### config.mk
export PLATFORM = sky130hd
export DESIGN_NAME = ofs_operand_stage
export DESIGN_NICKNAME = d
export VERILOG_FILES = /design/src/rtl/ofs_pkg.sv /design/src/rtl/ofs_addr_gen.sv /design/src/rtl/ofs_reg_map.sv /design/src/rtl/ofs_src2_sel.sv /design/src/rtl/ofs_operand_stage.sv
export SDC_FILE = /design/constraint.sdc
export NUM_CORES = 1
export LEC_CHECK = 0
export BUFFER_PORTS_ARGS = -buffer_cell sky130_fd_sc_hd__buf_4
export CORE_MARGIN = 2
export CORE_UTILIZATION = 28
export CTS_CLUSTER_SIZE = 8
export DETAILED_ROUTE_END_ITERATION = 7
export GPL_ROUTABILITY_DRIVEN = 0
export PLACE_DENSITY = 0.61
export SLEW_MARGIN = 20
export SYNTH_ARGS = -nofsm -noshare
export SYNTH_HDL_FRONTEND = slang
export SYNTH_SLANG_ARGS = --single-unit
### constraint.sdc
create_clock -name clk -period 2.2 [get_ports clk]
set_input_delay 0.44 -clock clk [delete_from_list [all_inputs] [get_ports clk]]
set_output_delay 0.44 -clock clk [all_outputs]
set_load 0.02 [all_outputs]
### src/rtl/ofs_pkg.sv
package ofs_pkg;
  localparam int NSREG = 4;
  localparam int SREG_IW = $clog2(NSREG);

  typedef enum logic [SREG_IW-1:0] {
    SR_WORK  = 2'd0,
    SR_FLAGS = 2'd1,
    SR_BANK  = 2'd2,
    SR_STACK = 2'd3
  } sreg_e;
endpackage

### src/rtl/ofs_addr_gen.sv
module ofs_addr_gen #(
  parameter int FW  = 8,
  parameter int BKW = 4,
  localparam int AW = FW + BKW
) (
  input  logic [FW-1:0]  faddr,
  input  logic           banked,
  input  logic [BKW-1:0] bank,
  output logic [AW-1:0]  addr
);
  // fixed window: top file bit picks first or last bank
  logic [BKW-1:0] fixed_bank;

  assign fixed_bank = {BKW{faddr[FW-1]}};

  always_comb begin
    if (banked) addr = {bank, faddr};
    else        addr = {fixed_bank, faddr};
  end
endmodule

### src/rtl/ofs_reg_map.sv
module ofs_reg_map
  import ofs_pkg::*;
#(
  parameter int AW = 12,
  parameter int DW = 8,
  parameter int N  = NSREG
) (
  input  logic [AW-1:0]        addr,
  input  logic [N-1:0][AW-1:0] map_addr,
  input  logic [N-1:0][DW-1:0] map_val,
  output logic                 hit,
  output logic [SREG_IW-1:0]   idx,
  output logic [DW-1:0]        val
);
  logic [N-1:0] hit_vec;

  for (genvar g = 0; g < N; g++) begin : g_cmp
    assign hit_vec[g] = (addr == map_addr[g]);
  end

  assign hit = |hit_vec;

  always_comb begin
    idx = '0;
    val = '0;
    for (int i = N - 1; i >= 0; i--) begin
      if (hit_vec[i]) begin
        idx = SREG_IW'(i);
        val = map_val[i];
      end
    end
  end
endmodule

### src/rtl/ofs_src2_sel.sv
module ofs_src2_sel #(
  parameter int DW = 8,
  localparam int BITW = $clog2(DW)
) (
  input  logic            bitop,
  input  logic [BITW-1:0] bitsel,
  input  logic [DW-1:0]   wreg,
  output logic [DW-1:0]   src2
);
  logic [DW-1:0] mask;

  for (genvar g = 0; g < DW; g++) begin : g_mask
    assign mask[g] = (bitsel == BITW'(g));
  end

  assign src2 = bitop ? mask : wreg;
endmodule

### src/rtl/ofs_operand_stage.sv
module ofs_operand_stage
  import ofs_pkg::*;
#(
  parameter int DW  = 8,
  parameter int FW  = 8,
  parameter int BKW = 4,
  localparam int AW   = FW + BKW,
  localparam int BITW = $clog2(DW),
  parameter logic [AW-1:0] A_WORK  = 12'hFE8,
  parameter logic [AW-1:0] A_FLAGS = 12'hFD8,
  parameter logic [AW-1:0] A_BANK  = 12'hFE0,
  parameter logic [AW-1:0] A_STACK = 12'hFFC
) (
  input  logic               clk,
  input  logic               rst_n,
  input  logic               in_valid,
  output logic               in_ready,
  input  logic [FW-1:0]      in_faddr,
  input  logic               in_banked,
  input  logic               in_dest,
  input  logic               in_bitop,
  input  logic [BITW-1:0]    in_bitsel,
  input  logic [DW-1:0]      wreg,
  input  logic [BKW-1:0]     bank_sel,
  input  logic               carry,
  input  logic [DW-1:0]      status,
  input  logic [DW-1:0]      stkptr,
  output logic               mem_rd_en,
  output logic [AW-1:0]      mem_addr,
  input  logic [DW-1:0]      mem_rdata,
  output logic               out_valid,
  input  logic               out_ready,
  output logic [DW-1:0]      out_src1,
  output logic [DW-1:0]      out_src2,
  output logic               out_carry,
  output logic               out_dst_wreg,
  output logic [AW-1:0]      out_dst_addr,
  output logic               out_dst_mapped,
  output logic [SREG_IW-1:0] out_dst_reg
);
  logic [AW-1:0]              f_addr;
  logic                       m_hit;
  logic [SREG_IW-1:0]         m_idx;
  logic [DW-1:0]              m_val;
  logic [DW-1:0]              src2_c;
  logic [DW-1:0]              src1_c;
  logic                       accept;
  logic [NSREG-1:0][AW-1:0]   map_addr;
  logic [NSREG-1:0][DW-1:0]   map_val;

  assign map_addr[SR_WORK]  = A_WORK;
  assign map_addr[SR_FLAGS] = A_FLAGS;
  assign map_addr[SR_BANK]  = A_BANK;
  assign map_addr[SR_STACK] = A_STACK;

  assign map_val[SR_WORK]  = wreg;
  assign map_val[SR_FLAGS] = status;
  assign map_val[SR_BANK]  = {{(DW-BKW){1'b0}}, bank_sel};
  assign map_val[SR_STACK] = stkptr;

  ofs_addr_gen #(.FW(FW), .BKW(BKW)) u_addr (
    .faddr  (in_faddr),
    .banked (in_banked),
    .bank   (bank_sel),
    .addr   (f_addr)
  );

  ofs_reg_map #(.AW(AW), .DW(DW), .N(NSREG)) u_map (
    .addr     (f_addr),
    .map_addr (map_addr),
    .map_val  (map_val),
    .hit      (m_hit),
    .idx      (m_idx),
    .val      (m_val)
  );

  ofs_src2_sel #(.DW(DW)) u_src2 (
    .bitop  (in_bitop),
    .bitsel (in_bitsel),
    .wreg   (wreg),
    .src2   (src2_c)
  );

  // one result slot; refilled in the same cycle it drains
  assign in_ready  = !out_valid || out_ready;
  assign accept    = in_valid && in_ready;
  assign mem_addr  = f_addr;
  assign mem_rd_en = accept && !m_hit;
  assign src1_c    = m_hit ? m_val : mem_rdata;

  always_ff @(posedge clk) begin
    if (!rst_n) begin
      out_valid <= 1'b0;
    end else if (in_ready) begin
      out_valid <= in_valid;
    end
  end

  always_ff @(posedge clk) begin
    if (!rst_n) begin
      out_src1       <= '0;
      out_src2       <= '0;
      out_carry      <= 1'b0;
      out_dst_wreg   <= 1'b0;
      out_dst_addr   <= '0;
      out_dst_mapped <= 1'b0;
      out_dst_reg    <= '0;
    end else if (accept) begin
      out_src1       <= src1_c;
      out_src2       <= src2_c;
      out_carry      <= carry;
      out_dst_wreg   <= !in_dest;
      out_dst_addr   <= f_addr;
      out_dst_mapped <= m_hit;
      out_dst_reg    <= m_idx;
    end
  end
endmodule

==> parameters.txt, run 1 <==
Parameter                              Value

STA
  Actual transition at the worst max-transition pin ... 0.387 ns
  Peak clock frequency supported by timing ... between 0.4 and 0.5 GHz
  Clock period minus final worst setup slack ... between 2 and 2.5 ns
  Final setup skew ... 0.00652 ns
  Final worst path period share ... 0.952
  Slew HR ... 0.742
  Final setup violation count ... 0
  Setup Total Neg Slack ... 0 ns
  Final Hold Violating Endpoints ... 0
  Worst Hold Slack ... around 0.4 ns
  Post-route setup slack ... roughly 0.11 ns
  Final Slew Violations ... 0
  RSZ-0062 raised after global routing ... false

Detailed routing
  Initial detailed-routing violation count ... 63
  Average wire length per cell after detail routing ... about 15 µm
  Post-route antenna net violation count ... 0
  Remaining routing DRC violations ... 0
  Average via count per standard cell ... ~5
  Detailed-routing iteration count for the pre-antenna-repair pass ... 4
  Vias ... approximately 2000
  Final wirelength ... around 6000 µm

Pwr
  Peak supply drop ... 0.413 mV
  Pwr per Cell Area ... 600 nW/µm²
  Leakage power of the design ... about 1.3 nW

Final layout
  Final Util ... 0.432
  Register containing the most flip-flops in the final layout ... out_dst_addr
  Number of diodes added for antenna fixing ... 0
  Cell Count, Final, Fillers Out ... just under 400
  # fillers ... around 640
  Synth-to-Final Area Change ... 49.0%
  Largest register FFs ... 12
  Top Registers ... out_dst_addr (12), out_src1 (8), out_src2 (8)
  Total Nets Final ... 370
  Ratio of cells with drive above 1 in the final layout ... 0.405

Floorplanning
  Standard cell core area ... around 6300 µm²
  Total Die Area ... roughly 7200 µm²
  Core Rows ... 29
  Vertical die dimension ... roughly 85 µm
  Effective utilization at floorplan ... 0.290
  Chip width ... 85.1 µm
  Ports ... slightly above 100

Place
  Pre-CTS WS ... a little over 0.09 ns
  Half-perimeter wire length after placement ... approximately 4600 µm
  Port buffer count ... around 100
  # placed instances ... slightly below 400

Clocking
  Clock buffer count from CTS ... 5
  Post-CTS Setup Repair Bufs ... 0
  Hold-fix buffer count after cts ... 0
  Number of sinks handled by clock tree synthesis ... 34
  Post-cts sizing count ... 0
  H-tree levels ... 2
  Clock-pin slew of the registers on the worst-case setup and hold paths ... around 0.08 ns
  Buffer type at the clock tree root ... sky130_fd_sc_hd__clkbuf_8
  Clock Latency Late Sink ... roughly 0.28 ns
  Max Root-Sink Buffers ... 2
  CTS tree ... done

Setup path
  Standard cell with the maximum stage delay on the critical path ... sky130_fd_sc_hd__or3b_1
  Reg-to-Reg End ... out_src1[3]$_SDFFE_PN0P_
  Start-to-end type of the worst setup path ... in2out
  Critical path fanouts, max ... 7
  Max incr delay on CP ... around 0.39 ns
  CP Launch Type ... input pin
  Cell occurring most often along the worst timing path ... sky130_fd_sc_hd__buf_4
  Setup slack of the worst register-to-register path ... between 0.8 and 0.9 ns
  Number of cell instances on the worst register-to-register path ... 6
  Launch instance of the worst register-to-register path ... out_valid$_SDFFE_PN0N_
  Required time reported for the critical path endpoint ... between 1.5 and 2 ns
  Signal arrival time at the worst endpoint ... around 1.7 ns
  Crit path capture type ... primary output
  Cells along the critical path ... buf_4 > or3b_1 > a211o_1 > and2_1 > buf_4

Global routing
  Number of global-route vias before repair ... around 1900
  Grt total ovfl ... 0
  Total Routing Usage GR ... 0.160
  Largest net degree at the start of global routing ... 41
  Global-route wire length before repair ... between 9000 and 10000 µm
  Number of antenna violations at the first check in global routing ... 0

Hold path
  Destination of the worst hold path ... out_src1[5]$_SDFFE_PN0P_
  Hold path depth ... 3
  Worst hold-check path type ... in2reg
  Worst Hold Launch ... mem_rdata[5]

Logic synthesis
  Unique cell type count in the Yosys netlist ... 43
  Total number of yosys warnings ... 0
  Sequential area share after synthesis ... 0.370
  Number of nets in the synthesized netlist ... approximately 270
  Post-synthesis cell area ... approximately 1800 µm²
  Number of instances in the synthesized netlist ... between 200 and 250
  Syn_area_per_cell ... 8.44 µm²
  Flops & latches, synth ... 34

Run
  Max Cap Violations ... 0

Status
  Run status ... finished clean
[layout make-up]
cell class,count,area (µm²),area share
sequential,34,681,0.248
clock inverter,3,40.0,0.0146
multi-input combinational,158,996,0.363
inverter,3,11.3,0.00411
clock buffer,5,68.8,0.0251
tap,77,96.3,0.0351
timing repair buffer,113,848,0.309
[cells by family after synthesis]
kind of cell / after synthesis / share of synthesized area
AOI/OAI and AO/OA: 67 / 0.299
and+or+nand+nor: 91 / 0.243
DFF: 34 / 0.370
buffers and inverters: 26 / 0.0884
[stage by stage]
stage / power [mW] / area [µm²]
detailed placement: 1.10 / 2630
global route: 1.74 / 2740
finish: 1.65 / 2740
global placement: 1.10 / 2630
CTS: 1.67 / 2740
floorplan: 0.895 / 1840
[worst max path at each step]
| stage | to | depth (start not counted) | start | slack [ns] |
|---|---|---|---|---|
| 2_1_floorplan | mem_rd_en | 5 | in_faddr[2] | 0.13 |
| 3_3_place_gp | mem_rd_en | 5 | in_faddr[2] | 0.11 |
| 3_5_place_dp | mem_rd_en | 5 | in_faddr[2] | 0.09 |
| 4_1_cts | mem_rd_en | 5 | in_faddr[2] | 0.09 |
| 5_1_grt | mem_rd_en | 5 | in_faddr[2] | 0.07 |
| 6_report | mem_rd_en | 5 | in_faddr[2] | 0.11 |
[critical path: cells and delay by family]
family	cells	cell delay (ns)
simple gates	2	0.58
compound gates	1	0.34
buf+inv	2	0.28
[where the power goes]
group / switching [mW] / internal, mW
combinational: 0.213 / 0.196
sequential: 0.0194 / 0.653
clock: 0.231 / 0.333
[Yosys cell counts (all sizes together)]
cell	n	area (µm²)
a21boi	15	113
o21ai	5	25.0
a32oi	4	35.0
or3b	1	8.76
o32a	3	33.8
a31oi	3	18.8
o31ai	1	7.51
nand2b	1	6.26
o32ai	1	8.76
o211a	8	80.1
clkinv	1	3.75
a22o	4	35.0
a21o	4	30.0
and3	1	6.26
nor4	1	6.26
nand3	10	50.1
inv	2	7.51
a221o	7	70.1
a221oi	1	8.76
a41oi	1	8.76
and2	6	37.5
and4	1	8.76
nor2	13	48.8
nand2	36	138
o211ai	1	7.51
clkbuf	11	52.5
a21oi	2	10.0
buf	12	98.8
nor2b	4	25.0
a211o	1	8.76
a22oi	5	37.5
and2b	1	8.76
o21bai	1	11.3
nor3b	1	7.51
or3	10	63.8
dfxtp	34	681
nand4	5	31.3
[cell usage in the layout, fill, tap and decap left out, drive strengths merged, types with 2 or more instances in the layout]
cell type	netlist	layout
inv	2	2
a31oi	3	3
dfxtp	34	34
o21ai	5	5
a21boi	15	15
nand4	5	5
buf	12	113
a21oi	2	2
nor2b	4	4
clkinv	1	3
nand2	36	36
a21o	4	4
o211a	8	8
a22oi	5	5
a32oi	4	4
clkbuf	11	5
nor2	13	13
and2	6	6
nand3	10	10
a221o	7	7
o32a	3	3
a22o	4	4
or3	10	10
[layer usage]
layer	vias to the layer above	routed length (µm)	global-route usage
li1	989	-	-
met1	911	2710	0.219
met2	74	2690	0.244
met3	9	471	0.0496
met4	0	89	0.0447
met5	-	0	0
(Power assumes the default switching activity.)
==> run 2, diff against run 1 <==
Settings changed: RECOVER_POWER from default to 50.
==> parameters.txt, run 2 (same netlist as run 1, synthesis figures left out) <==
Parameter                              Value

STA
  Slew HR ... 0.578
  Setup Total Neg Slack ... 0 ns
  Final Hold Violating Endpoints ... 0
  Worst Hold Slack ... roughly 0.40 ns
  Actual transition at the worst max-transition pin ... between 0.6 and 0.7 ns
  Peak clock frequency supported by timing ... 0.478 GHz
  Final setup skew ... 0.00674 ns
  Final setup violation count ... 0
  Final Slew Violations ... 0
  RSZ-0062 raised after global routing ... false
  Final worst path period share ... 0.952
  Clock period minus final worst setup slack ... 2.09 ns
  Post-route setup slack ... 0.106 ns

Final layout
  Multi-input gate area ... between 900 and 1000 µm²
  Total Nets Final ... 370
  Cell Count, Final, Fillers Out ... around 390
  Register containing the most flip-flops in the final layout ... out_dst_addr
  Number of diodes added for antenna fixing ... 0
  Synth-to-Final Area Change ... 41.1%
  # fillers ... approximately 670
  Top Registers ... out_dst_addr (12), out_src1 (8), out_src2 (8)
  Ratio of cells with drive above 1 in the final layout ... 0.282
  Sequential cell area in the final layout ... around 680 µm²
  Most common cell after layout, fill and taps aside ... sky130_fd_sc_hd__buf_4
  Most frequent cells in the layout ... 74 x sky130_fd_sc_hd__buf_4, 39 x sky130_fd_sc_hd__clkbuf_1, 35 x sky130_fd_sc_hd__nand2_1, 34 x sky130_fd_sc_hd__dfxtp_1, 15 x sky130_fd_sc_hd__a21boi_0
  Largest register FFs ... 12

Clocking
  Post-cts sizing count ... 0
  Max Root-Sink Buffers ... 2
  H-tree levels ... 2
  Buffer type at the clock tree root ... sky130_fd_sc_hd__clkbuf_8
  CTS tree ... done
  Hold-fix buffer count after cts ... 0
  Post-CTS Setup Repair Bufs ... 0
  Number of sinks handled by clock tree synthesis ... 34
  Clock buffer count from CTS ... 5
  Clock-pin slew of the registers on the worst-case setup and hold paths ... around 0.080 ns
  Clock Latency Late Sink ... between 0.2 and 0.3 ns

Detailed routing
  Average wire length per cell after detail routing ... 15.1 µm
  Average via count per standard cell ... slightly above 5
  Initial detailed-routing violation count ... between 60 and 70
  Post-route antenna net violation count ... 0
  Remaining routing DRC violations ... 0
  Vias ... roughly 2000
  Detailed-routing iteration count for the pre-antenna-repair pass ... 4
  Final wirelength ... 5930 µm

Floorplanning
  Standard cell core area ... between 6000 and 7000 µm²
  Total Die Area ... between 7000 and 8000 µm²
  Vertical die dimension ... between 80 and 90 µm
  Ports ... a little over 100
  Core Rows ... 29
  Effective utilization at floorplan ... 0.290
  Chip width ... ~85 µm

Global routing
  Met3 global-route usage ... 0.0496
  Number of global-route vias before repair ... 1896
  Global-route wire length before repair ... roughly 9300 µm
  Grt total ovfl ... 0
  Total Routing Usage GR ... 0.160
  Global routing's busiest layer ... met2
  Met2 layer usage reported by global route ... 0.244
  Met1 usage in global routing ... 0.219
  Number of antenna violations at the first check in global routing ... 0
  Largest net degree at the start of global routing ... slightly above 40

Setup path
  Setup slack of the worst register-to-register path ... around 0.66 ns
  CP Launch Type ... input pin
  Number of cell instances on the worst register-to-register path ... 5
  Start-to-end type of the worst setup path ... in2out
  Required time reported for the critical path endpoint ... 1.76 ns
  Launch instance of the worst register-to-register path ... out_valid$_SDFFE_PN0N_
  Signal arrival time at the worst endpoint ... roughly 1.7 ns
  Origin of the worst setup path ... in_faddr[2]
  Critical path fanouts, max ... 7
  Reg-to-Reg End ... out_dst_wreg$_SDFFE_PN0P_
  Crit path capture type ... primary output

Place
  Half-perimeter wire length after placement ... ~4600 µm
  Port buffer count ... 102
  Pre-CTS WS ... approximately 0.091 ns
  # placed instances ... just under 400

Hold path
  Destination of the worst hold path ... out_src1[5]$_SDFFE_PN0P_
  Worst hold-check path type ... in2reg
  Hold path depth ... 3
  Worst Hold Launch ... mem_rdata[5]

Pwr
  Total power consumption of the routed design ... ~1.6 mW
  Leakage power of the design ... ~1.1 nW
  Pwr per Cell Area ... 621 nW/µm²
  Peak supply drop ... 0.413 mV

Run
  Max Cap Violations ... 0

Status
  Run status ... finished clean
## run 2: cell count changes in the layout (fill, tap and decap cells not counted)
| cell | change |
|---|---|
| sky130_fd_sc_hd__buf_4 | -39 |
| sky130_fd_sc_hd__clkbuf_1 | +39 |
| sky130_fd_sc_hd__and2_0 | +1 |
| sky130_fd_sc_hd__and2_1 | -1 |
## run 2: area by class of cell
cell class	count	share of cell area
Clock buffer	5	0.0265
Clock inverter	3	0.0154
Inverter	3	0.00434
Multi-Input combinational cell	158	0.384
Sequential cell	34	0.262
Tap cell	77	0.0371
Timing Repair Buffer	113	0.270
## run 2: worst max path at each step
stage	cells after the start	to	slack (ns)
final	5	mem_rd_en	0.11
after floorplan	5	mem_rd_en	0.13
after global placement	5	mem_rd_en	0.11
after global routing	5	mem_rd_en	0.07
after detailed placement	5	mem_rd_en	0.09
after CTS	5	mem_rd_en	0.09
## run 2: metrics by stage
step                area, µm²  utilization
global placement         2630        0.415
finish                   2590        0.409
floorplan                1840            -
detailed placement       2630        0.415
CTS                      2740        0.432
global route             2590        0.409
## run 2: report_power, final
part | switching, mW | leakage [nW] | internal, mW
logic | 0.212 | 0.804 | 0.161
registers | 0.0187 | 0.280 | 0.653
clock network | 0.231 | 0.0579 | 0.333
## run 2: critical path, cell delays in order
cell and delay [ns]:
sky130_fd_sc_hd__buf_4 0.13, sky130_fd_sc_hd__or3b_1 0.39, sky130_fd_sc_hd__a211o_1 0.34, sky130_fd_sc_hd__and2_1 0.19
sky130_fd_sc_hd__buf_4 0.15
## run 2: per-layer routing
metal  wire length (µm)  vias up
li1                   -      990
met1               2730      911
met2               2610       67
met3                455       13
met4                134        0
met5                  0        -
